### config.mk
export PLATFORM = sky130hd
export DESIGN_NAME = updown_mod_timer
export DESIGN_NICKNAME = d
export VERILOG_FILES = /design/src/rtl/tmr_pkg.sv /design/src/rtl/tmr_mode_decode.sv /design/src/rtl/tmr_step.sv /design/src/rtl/tmr_flag.sv /design/src/rtl/updown_mod_timer.sv
export SDC_FILE = /design/constraint.sdc
export NUM_CORES = 1
export LEC_CHECK = 0
export BUFFER_PORTS_ARGS = -buffer_cell sky130_fd_sc_hd__buf_2
export CORE_UTILIZATION = 25
export DETAILED_ROUTE_END_ITERATION = 10
export GPL_TIMING_DRIVEN = 0
export REMOVE_ABC_BUFFERS = 1
export SYNTH_ARGS = -nofsm -noshare
export SYNTH_HDL_FRONTEND = slang
export SYNTH_HIERARCHICAL = 1
export SYNTH_SLANG_ARGS = --single-unit
### constraint.sdc
create_clock -name clk -period 11.7 [get_ports clk]
set_input_delay 2.34 -clock clk [delete_from_list [all_inputs] [get_ports clk]]
set_output_delay 2.34 -clock clk [all_outputs]
set_load 0.02 [all_outputs]
### src/rtl/tmr_pkg.sv
package tmr_pkg;

    // Direction of the most recent step
    typedef enum logic {
        CNT_UP   = 1'b0,
        CNT_DOWN = 1'b1
    } cnt_dir_e;

    // Counting mode resolved from the mode bit and the modulus
    typedef enum logic [1:0] {
        MODE_FREE        = 2'd0,
        MODE_MODULO      = 2'd1,
        MODE_CENTER      = 2'd2,
        MODE_CENTER_IDLE = 2'd3
    } run_mode_e;

    // Events produced by one step of the counter
    typedef struct packed {
        logic wrap;     // edge-aligned return to zero
        logic top_rev;  // center-aligned turn at the limit
    } step_evt_t;

    function automatic run_mode_e pick_mode(input logic center, input logic mod_zero);
        if (center)
            return mod_zero ? MODE_CENTER_IDLE : MODE_CENTER;
        else
            return mod_zero ? MODE_FREE : MODE_MODULO;
    endfunction

    function automatic logic period_end(input step_evt_t e);
        return e.wrap | e.top_rev;
    endfunction

endpackage

### src/rtl/tmr_mode_decode.sv
module tmr_mode_decode
    import tmr_pkg::*;
#(
    parameter int CNT_W = 16
) (
    input  logic             center_mode,
    input  logic [CNT_W-1:0] modulus,
    output run_mode_e        mode,
    output logic [CNT_W-1:0] limit
);
    localparam logic [CNT_W-1:0] FULL = {CNT_W{1'b1}};

    logic mod_zero;

    always_comb begin
        mod_zero = (modulus == '0);
        mode     = pick_mode(center_mode, mod_zero);
        limit    = (mode == MODE_FREE) ? FULL : modulus;
    end

endmodule

### src/rtl/tmr_step.sv
module tmr_step
    import tmr_pkg::*;
#(
    parameter int CNT_W = 16
) (
    input  logic [CNT_W-1:0] count,
    input  cnt_dir_e         dir,
    input  run_mode_e        mode,
    input  logic [CNT_W-1:0] limit,
    output logic [CNT_W-1:0] next_count,
    output cnt_dir_e         next_dir,
    output step_evt_t        evt
);
    localparam logic [CNT_W-1:0] ONE = {{(CNT_W-1){1'b0}}, 1'b1};

    logic at_top;
    logic at_bottom;

    always_comb begin
        at_top     = (count >= limit);
        at_bottom  = (count == '0);
        next_count = count;
        next_dir   = dir;
        evt        = '0;
        unique case (mode)
            MODE_FREE, MODE_MODULO: begin
                next_dir = CNT_UP;
                if (at_top) begin
                    next_count = '0;
                    evt.wrap   = 1'b1;
                end else begin
                    next_count = count + ONE;
                end
            end
            MODE_CENTER: begin
                if (dir == CNT_UP) begin
                    if (at_top) begin
                        next_count  = count - ONE;
                        next_dir    = CNT_DOWN;
                        evt.top_rev = 1'b1;
                    end else begin
                        next_count = count + ONE;
                    end
                end else begin
                    if (at_bottom) begin
                        next_count = ONE;
                        next_dir   = CNT_UP;
                    end else begin
                        next_count = count - ONE;
                    end
                end
            end
            MODE_CENTER_IDLE: begin
                next_count = '0;
                next_dir   = CNT_UP;
            end
            default: begin
                next_count = count;
                next_dir   = dir;
            end
        endcase
    end

    // a center-aligned step never raises both events
    always_comb begin
        a_r5_single_event: assert (!(evt.wrap && evt.top_rev))
            else $error("a_r5_single_event: wrap and top turn together");
    end

endmodule

### src/rtl/tmr_flag.sv
module tmr_flag (
    input  logic clk,
    input  logic rst,
    input  logic set_req,
    input  logic clr_req,
    input  logic irq_en,
    output logic flag,
    output logic irq
);
    always_ff @(posedge clk) begin
        if (rst)
            flag <= 1'b0;
        else if (set_req)
            flag <= 1'b1;
        else if (clr_req)
            flag <= 1'b0;
    end

    assign irq = flag & irq_en;

    // sticky until cleared
    a_r8_sticky: assert property (@(posedge clk) disable iff (rst)
        (flag && !clr_req) |=> flag)
        else $error("a_r8_sticky: flag dropped without clear");

    // set wins over a clear in the same cycle
    a_r8_set_wins: assert property (@(posedge clk) disable iff (rst)
        set_req |=> flag)
        else $error("a_r8_set_wins: flag not set after set request");

    // enable gates the interrupt output
    a_r9_gated: assert property (@(posedge clk) disable iff (rst)
        !irq_en |-> !irq)
        else $error("a_r9_gated: irq high with enable off");

endmodule

### src/rtl/updown_mod_timer.sv
module updown_mod_timer
    import tmr_pkg::*;
#(
    parameter int CNT_W = 16
) (
    input  logic             clk,
    input  logic             rst,
    input  logic             cnt_en,
    input  logic [CNT_W-1:0] modulus,
    input  logic             center_mode,
    input  logic             irq_en,
    input  logic             flag_clr,
    output logic [CNT_W-1:0] count,
    output logic             dir_down,
    output logic             ovf_flag,
    output logic             irq
);
    localparam logic [CNT_W-1:0] ONE = {{(CNT_W-1){1'b0}}, 1'b1};

    run_mode_e        mode;
    logic [CNT_W-1:0] limit;
    logic [CNT_W-1:0] next_count;
    cnt_dir_e         dir_q;
    cnt_dir_e         next_dir;
    step_evt_t        evt;
    logic             flag_set;

    tmr_mode_decode #(.CNT_W(CNT_W)) u_decode (
        .center_mode (center_mode),
        .modulus     (modulus),
        .mode        (mode),
        .limit       (limit)
    );

    tmr_step #(.CNT_W(CNT_W)) u_step (
        .count      (count),
        .dir        (dir_q),
        .mode       (mode),
        .limit      (limit),
        .next_count (next_count),
        .next_dir   (next_dir),
        .evt        (evt)
    );

    always_ff @(posedge clk) begin
        if (rst) begin
            count <= '0;
            dir_q <= CNT_UP;
        end else if (cnt_en) begin
            count <= next_count;
            dir_q <= next_dir;
        end
    end

    assign dir_down = (dir_q == CNT_DOWN);
    assign flag_set = cnt_en & period_end(evt);

    tmr_flag u_flag (
        .clk     (clk),
        .rst     (rst),
        .set_req (flag_set),
        .clr_req (flag_clr),
        .irq_en  (irq_en),
        .flag    (ovf_flag),
        .irq     (irq)
    );

    // reset state
    a_r1_reset: assert property (@(posedge clk)
        rst |=> (count == '0 && !dir_down && !ovf_flag))
        else $error("a_r1_reset: bad state after reset");

    // hold while not enabled
    a_r2_hold: assert property (@(posedge clk) disable iff (rst)
        !cnt_en |=> ($stable(count) && $stable(dir_down)))
        else $error("a_r2_hold: counter moved while disabled");

    // wrap at the modulus in edge-aligned mode
    a_r4_wrap: assert property (@(posedge clk) disable iff (rst)
        (cnt_en && !center_mode && modulus != '0 && count == modulus)
        |=> (count == '0 && ovf_flag))
        else $error("a_r4_wrap: no wrap at modulus");

    // top turn in center-aligned mode
    a_r5_top_turn: assert property (@(posedge clk) disable iff (rst)
        (cnt_en && center_mode && !dir_down && modulus != '0 && count == modulus)
        |=> (count == $past(modulus) - ONE && dir_down && ovf_flag))
        else $error("a_r5_top_turn: bad top reversal");

    // bottom turn never sets the flag
    a_r6_bottom_quiet: assert property (@(posedge clk) disable iff (rst)
        (cnt_en && center_mode && dir_down && count == '0 && !ovf_flag)
        |=> (!ovf_flag && !dir_down && count == ONE))
        else $error("a_r6_bottom_quiet: bad bottom reversal");

    // edge-aligned steps count up
    a_r10_edge_up: assert property (@(posedge clk) disable iff (rst)
        (cnt_en && !center_mode) |=> !dir_down)
        else $error("a_r10_edge_up: down direction in edge mode");

endmodule

-- Word level (Yosys, flattened, before mapping)
Index checks and enable logic that the tools add are counted.
- register bits after elaboration: 18
- bits of input ports: 22
- output and inout port bits: 19
- word-level logic and storage cells: 36
- $add $sub $neg: 2
- order comparisons: 1
- equality and inequality tests: 3
- mux-type cells: 18
- bitwise operators: 3
- reduce and logical (&&, ||, !) cells: 6
- operators by type and width (operator ; number):
    2-to-1 mux 16 bit ; 5
    case mux 16 bit (3 select lines) ; 1
    zero test 16 bit ; 2
    adder 16 x 1 -> 16 bit (second input constant) ; 1
    >= comparator 16 bit ; 1
    subtractor 16 x 1 -> 16 bit (second input constant) ; 1
    2-to-1 mux 1 bit ; 10
    == test 2 bit (second input constant) ; 2
    OR reduction 3 bit ; 1
    bitwise AND 1 bit ; 2
    == test 2 x 1 -> 1 bit (second input constant) ; 1
    zero test 2 bit ; 1
    2-to-1 mux 2 bit ; 1
    case mux 1 bit (2 select lines) ; 1
    nonzero test 2 bit ; 1
    OR reduction 2 bit ; 1
    bitwise OR 1 bit ; 1

-- Logic depth before layout (Yosys ltp)
Gate-level depths: netlist of the first run.
- depth in word-level cells: 12
- mapped depth: 17
- gate-level depth less buffers: 16

-- Cells and area by module
Netlist of the first run, hierarchy kept.
- modules (own cells, without submodules) (module ; times used ; cells an instance ; area an instance (µm²) ; seq. area each (µm²)):
    tmr_step ; 1 ; 197 ; 1381.3 ; 0.0
    updown_mod_timer ; 1 ; 56 ; 623.1 ; 340.3
    tmr_mode_decode ; 1 ; 25 ; 168.9 ; 0.0
    tmr_flag ; 1 ; 5 ; 45.0 ; 20.0

-- Worst setup path after synthesis of the first run
Ideal clock, no wire load.
- path type: input -> register
- from: input port modulus[5]
- to: register count[3]
- arrival time: 5.275 ns
- required time: 11.583 ns
- slack: 6.308 ns
- stages on the path: 17
- path through: nor4_1 > and4_1 > ha_1 > buf_6 > or2_2 > inv_1 > ha_1 > nor2b_1 > o211a_1 > o311ai_2 > nand3_2 > o211ai_4 > buf_8 > nand3_1 > a32o_1 > mux2i_1 > nor2_1
- longest elaborated chain between the ends: 9
- elaborated cells on any way between the ends: 15
- classes of those cells: 1 x order compare; 3 x eq/ne; 8 x mux; 3 x reduce/logical
- ends and longest elaborated chain (what ; RTL line ; RTL):
    from (decl) ; updown_mod_timer.sv:9 ; input logic [CNT_W-1:0] modulus,
    zero test 16 bit * ; tmr_mode_decode.sv:16 ; mod_zero = (modulus == '0);
    2-to-1 mux 1 bit, on equally long branches ; tmr_pkg.sv:27, tmr_pkg.sv:25 ;
    2-to-1 mux 2 bit * ; tmr_pkg.sv:24 ; if (center)
    zero test 2 bit * ; tmr_mode_decode.sv:18 ; limit = (mode == MODE_FREE) ? FULL : modulus;
    2-to-1 mux 16 bit * ; tmr_mode_decode.sv:18 ;
    via limit[1] ; updown_mod_timer.sv:21 ; logic [CNT_W-1:0] limit;
    >= comparator 16 bit * ; tmr_step.sv:20 ; at_top = (count >= limit);
    2-to-1 mux 16 bit ; tmr_step.sv:37 ; if (at_top) begin
    2-to-1 mux 16 bit ; tmr_step.sv:36 ; if (dir == CNT_UP) begin
    case mux 16 bit (3 select lines) * ; tmr_step.sv:25 ; unique case (mode)
    via next_count[3] ; updown_mod_timer.sv:22 ; logic [CNT_W-1:0] next_count;
    to (signal assigned) ; updown_mod_timer.sv:50 ; count <= next_count;
    to (decl) ; updown_mod_timer.sv:13 ; output logic [CNT_W-1:0] count,
The timed path passes the listed nets; every way through them passes the cells marked *.
A chain may end at the register's enable or synchronous reset.

-- Worst setup path in the final report of the first run
- from: input port modulus[12]
- to: register count[3]
The elaborated chain is that of the path after synthesis.

==> metrics, run 1 <==
startpoint types primary input; failing checks DRC; Clock Skews 0.00671 ns; switch share 0.302; gr ovfl total 0; largest net degree at the start of global routing 25; main area contributors after synthesis dfxtp_1, ha_1, mux2i_1; Rel. slew slack 0.393; DP Area 0.00242 mm²; Post-CTS Setup Bufs 0; fraction of layout cells with a size suffix above 1 0.216; Hold Path End u_flag/flag$_SDFFE_PP0P_; VDD IR max 0.0250 mV; Worst setup EP type flip-flop; Worst Slack Setup Final 5.64 ns; max incr delay on CP 0.73 ns; CTS Hold Bufs 0; FF-to-FF Start count[11]$_SDFFE_PP0P_; Post-Synth Adder-Cell Area 0.107; RSZ-0062 raised after global routing false; f_max 165 MHz; outcome complete, but fails checks; post-route ant nets 0; Setup CP Type in -> reg; PortBufs 40; H-tree levels 1; combinational family with the most area after synthesis simple AND/OR/NAND/NOR gates; Synth Area in XOR/XNOR 0.0237; Distinct cells, synth 60; Slowest cell on crit path nand2b_1; Reg clk slew, reported paths 0.08 ns; Final Instance Area 0.00247 mm²; Synth Register Bits 18; clock root buffer clkbuf_8; WP data arrival 6.20 ns; multiplexer fraction of the synthesized cell area 0.0863; initial core utilization 0.257; cells on worst reg2reg path 10; final net count 352; worst-skew pair later-pin latency 0.26 ns; Tcrit/Tclk final 0.518; crit-path cells buf_2 -> nor4_1 -> and4_1 -> ha_1 -> or2_2 -> inv_1 -> ha_1 -> nand4_1 -> nor3_1 -> o311ai_2 -> nand3_2 -> nand2b_1 -> o21ai_0 -> a32o_1 -> mux2i_1 -> nor2_1; Logic pwr share 0.247; WL/cell 13.4 µm; Clock Power Share 0.342; most frequent cells in the layout buf_2, nor2_1, inv_1; chip width 96.2 µm; internal power 109 µW; Final setup violation count 0; die height 96.2 µm; worst-path maximum fanout 23; drt total wl 5610 µm; Synth Area in Compound Gates 0.207; crit path time final 6.06 ns; Max Cap Viol 0; ys async rst share 0; Area growth syn-to-layout 11.4%; Worst R2R End count[3]$_SDFFE_PP0P_; GRT Total Usage 0.126; Multi-input gate area 0.00161 mm²; TNS Setup 0 ns; Mapped Area 0.00222 mm²; most common cell after layout, fill and taps aside buf_2; Pre-antenna DRT Iters 7; Synth area leader dfxtp_1; crit-path most repeated cell ha_1; Pleak 0.00117 µW; Sw Pwr 46.9 µW; R2R setup slack 8.31 ns; I/O pins 41; first-pass GRT wire length 9290 µm; hpwl dp 4170 µm; Post-CTS Resized 0; Main synth FF type dfxtp_1; initial antenna violation count 0; CTS tree yes; Synth Area in Simple Gates 0.301; Worst Max-Slew Pin Slew 0.910 ns; Sequential Power Share 0.411; post-DR vias/cell 5.16; hold_sp u_flag/flag$_SDFFE_PP0P_; Site Rows 34; vias in the first global route 1953; TritonCTS buffer count 3; Hold Crit Depth 2; DR vias 2157; Synth Area per Inst 7.84 µm²; Antenna Cells 0; die footprint 0.00925 mm²; cell count after synthesis 283; Placer Congestion 0.803; Max Slew Vio Count 0; Filler cells 945; pre-CTS WS 5.40 ns; DRC errors left 1; Seq/Total Area, Yosys 0.162; Post-synth EDFFs 0; Clock Path Buffers 2; Hold Vio Cnt, Final 0; Core ar. 0.00864 mm²; post-synth top area share 0.162; Initial DRC Count 210; HP Class reg -> reg; Synth warnings 6; clock sinks 18; data required time of the worst path 11.84 ns; power per cell area 62.9 mW/mm²; Seq. cell area 360 µm²
[worst max path at each step]
stage	from	end	slack, ns
2_1_floorplan	modulus[5]	count[9]$_SDFFE_PP0P_	6.16
3_3_place_gp	modulus[12]	count[3]$_SDFFE_PP0P_	5.51
3_5_place_dp	modulus[0]	count[3]$_SDFFE_PP0P_	5.40
4_1_cts	modulus[0]	count[3]$_SDFFE_PP0P_	5.66
5_1_grt	modulus[0]	count[3]$_SDFFE_PP0P_	5.26
6_report	modulus[12]	count[3]$_SDFFE_PP0P_	5.64
[power by group through the flow]
| stage | clock (µW) | sequential, µW | combinational, µW |
|---|---|---|---|
| after floorplan | 0 | 65.4 | 25.0 |
| after global placement | 0 | 65.3 | 37.3 |
| after detailed placement | 0 | 65.3 | 38.4 |
| after CTS | 54.0 | 63.9 | 38.5 |
| after global routing | 56.8 | 64.1 | 42.7 |
| final | 53.2 | 63.9 | 38.5 |
[cell families (layout without fill, tap and decap cells)]
logic type               count (synthesis)  count (layout)
AO/OA/AOI/OAI                           57              57
AND/OR/NAND/NOR                        118             118
adder cells (fa/ha/maj)                 19              19
multiplexers                            19              19
buffers and inverters                   46              73
XOR/XNOR                                 6               6
flip-flops                              18              18
[registers in the layout, summed over array words and instances (netlist names)]
register     cells
dir_down         1
count           16
u_flag/flag      1
[worst max-delay path: cells and delay by family]
kind | cells | cell delay (ns)
and+or+nand+nor | 8 | 2.14
muxes | 1 | 0.13
adders and majority gates | 2 | 0.65
AOI/OAI and AO/OA | 3 | 0.77
buffers and inverters | 2 | 0.14
[cells in the mapped netlist, types with 6 or more instances]
master and instances:
o221ai_1 10, o21a_1 7, mux2i_1 18, or2_1 10, inv_1 28, nand2_1 12
dfxtp_1 18, nand3_1 9, nor3_1 8, a21oi_1 6, o21ai_0 6, or2_2 9
ha_1 19, nor2_1 35
[routing by layer]
metal | global-route usage | wire length [µm]
met4 | 0.0398 | 57
met2 | 0.207 | 2640
met5 | 0 | 0
met3 | 0.0158 | 249
met1 | 0.170 | 2660
[area by class of cell]
type / count / area share
Tap cell: 108 / 0.0547
Sequential cell: 18 / 0.146
Multi-Input combinational cell: 219 / 0.651
Inverter: 29 / 0.0451
Clock buffer: 4 / 0.0223
Timing Repair Buffer: 40 / 0.0810
[through the flow]
stage	power, µW	utilization	hold slack [ns]	std cells
floorplan	90.5	-	0.562	266
global placement	103	0.280	0.511	414
detailed placement	104	0.280	0.517	414
CTS	156	0.286	0.529	418
global route	164	0.286	0.556	418
finish	156	0.286	0.520	418
Note: power is estimated with default switching activity, not from simulation.
==> inputs of run 2 (changes only) <==
==> constraint.sdc (replaced) <==
create_clock -name clk -period 5.07 [get_ports clk]
set_input_delay 1.014 -clock clk [delete_from_list [all_inputs] [get_ports clk]]
set_output_delay 1.014 -clock clk [all_outputs]
set_load 0.02 [all_outputs]
==> run 2 against run 1 <==
  * The flow still finishes with violations (DRC)
  * Total power increased by 130%
  * Final cell count increased by 0.24%
  * Hold slack about the same
  * Cell area increased by 0.61%
  * Sequential power increased by 130%
  * Combinational power increased by 130%
  * Die area unchanged
  * Clock-buffer cell count unchanged
  * Largest power group unchanged
==> metrics, run 2 (synthesis gave the netlist of run 1 again) <==
outcome complete, but fails checks (unchanged); failing checks DRC (unchanged); TNS Setup 0 ns (unchanged); Rel. slew slack 0.577 (was 0.393); number of flip-flops in the largest register 16 (unchanged); die height 96.2 µm (unchanged); Sequential Power Share 0.410 (was 0.411); Hold Vio Cnt, Final 0 (unchanged); Final Instance Area 0.00249 mm² (was 0.00247 mm²); Hold Crit Depth 2 (unchanged); vias in the first global route 1953 (unchanged); DP Area 0.00242 mm² (unchanged); FF-to-FF Start count[11]$_SDFFE_PP0P_ (unchanged); data required time of the worst path 5.22 ns (was 11.84 ns); worst-skew pair later-pin latency 0.26 ns (about the same); internal power 251 µW (was 109 µW); clock sinks 18 (unchanged); HP Class reg -> reg (unchanged); switch share 0.303 (was 0.302); startpoint types primary input (unchanged); clock root buffer clkbuf_8 (unchanged); crit path time final 4.47 ns; fraction of layout cells with a size suffix above 1 0.222 (was 0.216); hpwl dp 4170 µm (unchanged); Clock Path Buffers 2 (unchanged); initial core utilization 0.257 (unchanged); Worst Max-Slew Pin Slew 0.633 ns (was 0.910 ns); R2R setup slack 1.82 ns (was 8.31 ns); non-filler instance count after layout 419 (was 418); Site Rows 34 (unchanged); drt total wl 5760 µm (was 5610 µm); TritonCTS buffer count 3 (unchanged); Hold Slack 0.520 ns (about the same); Worst R2R End count[9]$_SDFFE_PP0P_ (was count[3]$_SDFFE_PP0P_); I/O pins 41 (unchanged); H-tree levels 1 (unchanged); Initial DRC Count 233 (was 210); WP data arrival 4.61 ns (was 6.20 ns); post-DR vias/cell 5.19 (was 5.16); most common cell after layout, fill and taps aside buf_2 (unchanged); WL/cell 13.7 µm (was 13.4 µm); VDD IR max 0.0602 mV (was 0.0250 mV); chip width 96.2 µm (unchanged); largest net degree at the start of global routing 25 (unchanged); gr ovfl total 0 (unchanged); DRC errors left 1 (unchanged); Tcrit/Tclk final 0.881; Area growth syn-to-layout 12.1% (was 11.4%); Setup CP Type in -> reg (unchanged); Max Slew Vio Count 0 (unchanged); DR vias 2173 (was 2157); Worst setup EP type flip-flop (unchanged); most frequent cells in the layout buf_2, nor2_1, inv_1 (unchanged); Reg with most FFs count (unchanged); Pleak 0.00117 µW (about the same); worst-path maximum fanout 16 (was 23); final net count 353 (was 352); Clock Power Share 0.341 (was 0.342); Pre-antenna DRT Iters 7 (unchanged); GRT Total Usage 0.126 (unchanged); RSZ-0062 raised after global routing false (unchanged); post-route ant nets 0 (unchanged); Core ar. 0.00864 mm² (unchanged); Final setup violation count 0 (unchanged); Placer Congestion 0.803 (unchanged); Clock Skews 0.00866 ns (was 0.00671 ns); cells on worst reg2reg path 11 (was 10); Post-CTS Setup Bufs 0 (unchanged); Antenna Cells 0 (unchanged); Placed Cells 414 (unchanged); power per cell area 145 mW/mm² (was 62.9 mW/mm²); Sw Pwr 109 µW (was 46.9 µW); f_max 224 MHz; die footprint 0.00925 mm² (unchanged); Hold Path End u_flag/flag$_SDFFE_PP0P_ (unchanged); initial antenna violation count 0 (unchanged); Filler cells 949 (was 945); Logic pwr share 0.249 (was 0.247); first-pass GRT wire length 9290 µm (unchanged); Reg clk slew, reported paths 0.08 ns (about the same); Seq. cell area 360 µm² (unchanged); Max Cap Viol 0 (unchanged); hold_sp u_flag/flag$_SDFFE_PP0P_ (unchanged); Multi-input gate area 0.00162 mm² (was 0.00161 mm²); PortBufs 40 (unchanged); CTS tree yes (unchanged)
-- run 2: how the worst max path moves through the flow --
stage	start	end	slack [ns]	cells after the start
after floorplan	modulus[5]	count[9]$_SDFFE_PP0P_	0.85	16
after global placement	modulus[12]	count[3]$_SDFFE_PP0P_	0.21	16
after detailed placement	modulus[0]	count[3]$_SDFFE_PP0P_	0.09	16
after CTS	modulus[0]	count[3]$_SDFFE_PP0P_	0.36	16
after global routing	modulus[0]	count[9]$_SDFFE_PP0P_	0.12	17
final	modulus[12]	count[9]$_SDFFE_PP0P_	0.60	17
-- run 2: per-stage QoR --
stage | setup WS, ns | util | power, µW
5_1_grt | 0.124 | 0.288 | 378
3_5_place_dp | 0.0921 | 0.280 | 239
4_1_cts | 0.361 | 0.286 | 361
6_report | 0.603 | 0.288 | 359
3_3_place_gp | 0.211 | 0.280 | 237
2_1_floorplan | 0.852 | - | 209
-- run 2: layout make-up --
cell class                 instances  area share
timing repair buffer              40      0.0805
clock buffer                       4      0.0221
multi-input combinational        220       0.653
tap                              108      0.0544
inverter                          29      0.0448
sequential                        18       0.145
-- run 2: what timing repair did --
item / 4_1_cts / 5_1_grt
hold endpoints to repair: 0 / 0
hold buffers: 0 / 0
endpoints found under the setup margin: 0 / 4
gates resized for setup: 0 / 1
-- run 2: power groups by stage --
stage / combinational [µW] / clock (µW) / sequential (µW)
after floorplan: 57.8 / 0 / 151
after global placement: 86.2 / 0 / 151
after detailed placement: 88.6 / 0 / 151
after CTS: 88.8 / 125 / 147
after global routing: 99.0 / 131 / 148
final: 89.4 / 123 / 147
-- run 2: layer usage --
layer | up-vias | part of all wire | global-route usage
met5 | - | 0 | 0
met4 | 0 | 0.0036 | 0.0398
met3 | 2 | 0.052 | 0.0158
met2 | 73 | 0.48 | 0.207
met1 | 1021 | 0.47 | 0.170
li1 | 1077 | - | -
-- run 2: critical path, stage by stage --
cell      delay [ns]
buf_2           0.10
nor4_1          0.28
and4_1          0.23
ha_1            0.34
or2_2           0.17
inv_1           0.04
ha_1            0.30
a21oi_1         0.13
nand2_1         0.06
a221oi_1        0.41
nand3_2         0.31
o211ai_4        0.50
inv_4           0.10
and2_0          0.16
o31a_1          0.27
mux2i_1         0.13
nor2_1          0.05
==> inputs of run 3 (changes only) <==
--- a/config.mk
+++ b/config.mk
@@ -6,9 +6,12 @@
 export NUM_CORES = 1
 export LEC_CHECK = 0
 export BUFFER_PORTS_ARGS = -buffer_cell sky130_fd_sc_hd__buf_2
+export CELL_PAD_IN_SITES_DETAIL_PLACEMENT = 1
+export CELL_PAD_IN_SITES_GLOBAL_PLACEMENT = 2
 export CORE_UTILIZATION = 25
 export DETAILED_ROUTE_END_ITERATION = 10
 export GPL_TIMING_DRIVEN = 0
+export PLACE_DENSITY_LB_ADDON = 0.1
 export REMOVE_ABC_BUFFERS = 1
 export SYNTH_ARGS = -nofsm -noshare
 export SYNTH_HDL_FRONTEND = slang
==> run 3 against run 2 <==
  * The run now ends clean
  * Wire length increased by 18%
  * First-iteration DRC count decreased by 78%
  * Cell area unchanged
  * Setup slack got worse by 0.20 ns
  * Core utilization unchanged
  * Critical path depth unchanged
  * Final cell count unchanged
  * Sequential share of layout area unchanged
  * Combinational power increased by 2%
  * Global-route usage increased by 3.0 points
  * Non-clock buffer count unchanged
  * Via count decreased by 1.1%
  * Highest routed layer unchanged
==> metrics, run 3 (synthesis gave the netlist of run 1 again) <==
Hold Vio Cnt, Final 0 (unchanged); Clock Path Buffers 2 (unchanged); Rel. slew slack 0.527 (was 0.577); Placer Congestion 0.711 (was 0.803); Slowest cell on crit path o211ai_4 (unchanged); post-route ant nets 0 (unchanged); CP delay by family, top compound AO/OA/AOI/OAI gates (unchanged); power per cell area 150 mW/mm² (was 145 mW/mm²); max incr delay on CP 0.54 ns (was 0.50 ns); Max Slew Vio Count 0 (unchanged); initial core utilization 0.257 (unchanged); largest net degree at the start of global routing 25 (unchanged); Worst Max-Slew Pin Slew 0.707 ns (was 0.633 ns); gr ovfl total 0 (unchanged); Core ar. 0.00864 mm² (unchanged); crit-path most repeated cell ha_1 (unchanged); Clock Skews 0.00487 ns (was 0.00866 ns); Antenna Cells 0 (unchanged); hpwl dp 4910 µm (was 4170 µm); Pre-antenna DRT Iters 4 (was 7); most common cell after layout, fill and taps aside buf_2 (unchanged); HP Class reg -> reg (unchanged); CTS tree yes (unchanged); outcome complete, no violations (was complete, but fails checks); worst-path maximum fanout 16 (unchanged); switch share 0.326 (was 0.303); Reg clk slew, reported paths 0.09 ns (was 0.08 ns); Post-CTS Setup Bufs 0 (unchanged); final net count 353 (unchanged); H-tree levels 1 (unchanged); DR vias 2150 (was 2173); Clock Power Share 0.359 (was 0.341); RSZ-0062 raised after global routing false (unchanged); CP Buf/Inv Count 3 (unchanged); f_max 214 MHz (was 224 MHz); chip width 96.2 µm (unchanged); internal power 251 µW (about the same); startpoint types primary input (unchanged); TNS Setup 0 ns (unchanged); fraction of layout cells with a size suffix above 1 0.222 (unchanged); die height 96.2 µm (unchanged); Area growth syn-to-layout 12.1% (unchanged); Logic pwr share 0.245 (was 0.249); Reg with most FFs count (unchanged); WP data arrival 4.82 ns (was 4.61 ns); DRC errors left 0 (was 1); Setup CP Type in -> reg (unchanged); crit-path cells buf_2 -> nor4_1 -> and4_1 -> ha_1 -> or2_2 -> inv_1 -> ha_1 -> a21oi_1 -> nand2_1 -> a221oi_1 -> nand3_2 -> o211ai_4 -> inv_4 -> and2_0 -> o31a_1 -> mux2i_1 -> nor2_1 (unchanged); Worst setup EP type flip-flop (unchanged); data required time of the worst path 5.22 ns (about the same); Initial DRC Count 51 (was 233); TritonCTS buffer count 3 (unchanged); first-pass GRT wire length 10900 µm (was 9290 µm); GRT Total Usage 0.156 (was 0.126); most frequent cells in the layout buf_2, nor2_1, inv_1 (unchanged); Pleak 0.00117 µW (unchanged); Sequential Power Share 0.396 (was 0.410); PortBufs 40 (unchanged); Tcrit/Tclk final 0.920 (was 0.881); post-DR vias/cell 5.13 (was 5.19); drt total wl 6790 µm (was 5760 µm); vias in the first global route 2133 (was 1953); worst-skew pair later-pin latency 0.27 ns (was 0.26 ns); Filler cells 1065 (was 949); Final setup violation count 0 (unchanged); Site Rows 34 (unchanged); pre-CTS WS -0.212 ns (was 0.0921 ns); clock sinks 18 (unchanged); WL/cell 16.2 µm (was 13.7 µm); clock root buffer clkbuf_8 (unchanged); Sw Pwr 121 µW (was 109 µW); die footprint 0.00925 mm² (unchanged); number of flip-flops in the largest register 16 (unchanged); crit path time final 4.66 ns (was 4.47 ns); initial antenna violation count 0 (unchanged); Worst Slack Setup Final 0.405 ns (was 0.603 ns); Max Cap Viol 0 (unchanged); VDD IR max 0.0593 mV (was 0.0602 mV); I/O pins 41 (unchanged)
[run 3: cell counts in the layout (fill, tap and decap cells not counted)]
No cell type changed its count.
[run 3: layout make-up]
class	instances	area (µm²)	share of cell area
well taps	108	135	0.0544
flip-flops and latches	18	360	0.145
clock buffers	4	55.1	0.0221
inverters	29	111	0.0448
repair buffers	40	200	0.0805
multi-input cells	220	1620	0.653
[run 3: per-layer routing]
layer / wire [µm] / global-route usage / up-vias
li1: - / - / 1073
met1: 3450 / 0.211 / 1047
met2: 3180 / 0.268 / 28
met3: 124 / 0.0126 / 2
met4: 35 / 0.0299 / 0
met5: 0 / 0 / -
[run 3: path summary, 6_finish.rpt]
check,start,endpoint,slack (ns),cells past startpoint
min reg2reg,u_flag/flag$_SDFFE_PP0P_,u_flag/flag$_SDFFE_PP0P_,0.51,2
max reg2reg,count[11]$_SDFFE_PP0P_,count[9]$_SDFFE_PP0P_,1.69,11
max,modulus[12],count[9]$_SDFFE_PP0P_,0.41,17
min,u_flag/flag$_SDFFE_PP0P_,u_flag/flag$_SDFFE_PP0P_,0.51,2
[run 3: repair_timing]
item | in CTS | in global routing
hold buffers | 0 | 0
gates resized for setup | 0 | 1
endpoints found under the setup margin | 0 | 11
[run 3: power by group through the flow]
stage                     clock network (µW)  logic [µW]  registers (µW)
after floorplan                            0        57.8             151
after global placement                     0        92.0             151
after detailed placement                   0        92.0             151
after CTS                                137        92.4             147
after global routing                     141         103             148
final                                    134        91.1             147
[run 3: per-stage QoR]
step	instance area [µm²]	hold slack [ns]	util	instances	total power [µW]
6_report	2490	0.505	0.288	419	372
3_3_place_gp	2420	0.491	0.280	414	243
3_5_place_dp	2420	0.499	0.280	414	243
4_1_cts	2470	0.514	0.286	418	377
5_1_grt	2490	0.539	0.288	419	392
2_1_floorplan	2080	0.562	-	266	209
[run 3: worst reg2reg max path: cells and delay by family (launching register included)]
| family | cells | cell delay, ns |
|---|---|---|
| AO/OA/AOI/OAI | 5 | 1.49 |
| multiplexers | 1 | 0.13 |
| buffers and inverters | 1 | 0.10 |
| AND/OR/NAND/NOR | 3 | 0.55 |
| adder cells (fa/ha/maj) | 1 | 0.34 |
| flip-flops | 1 | 0.64 |
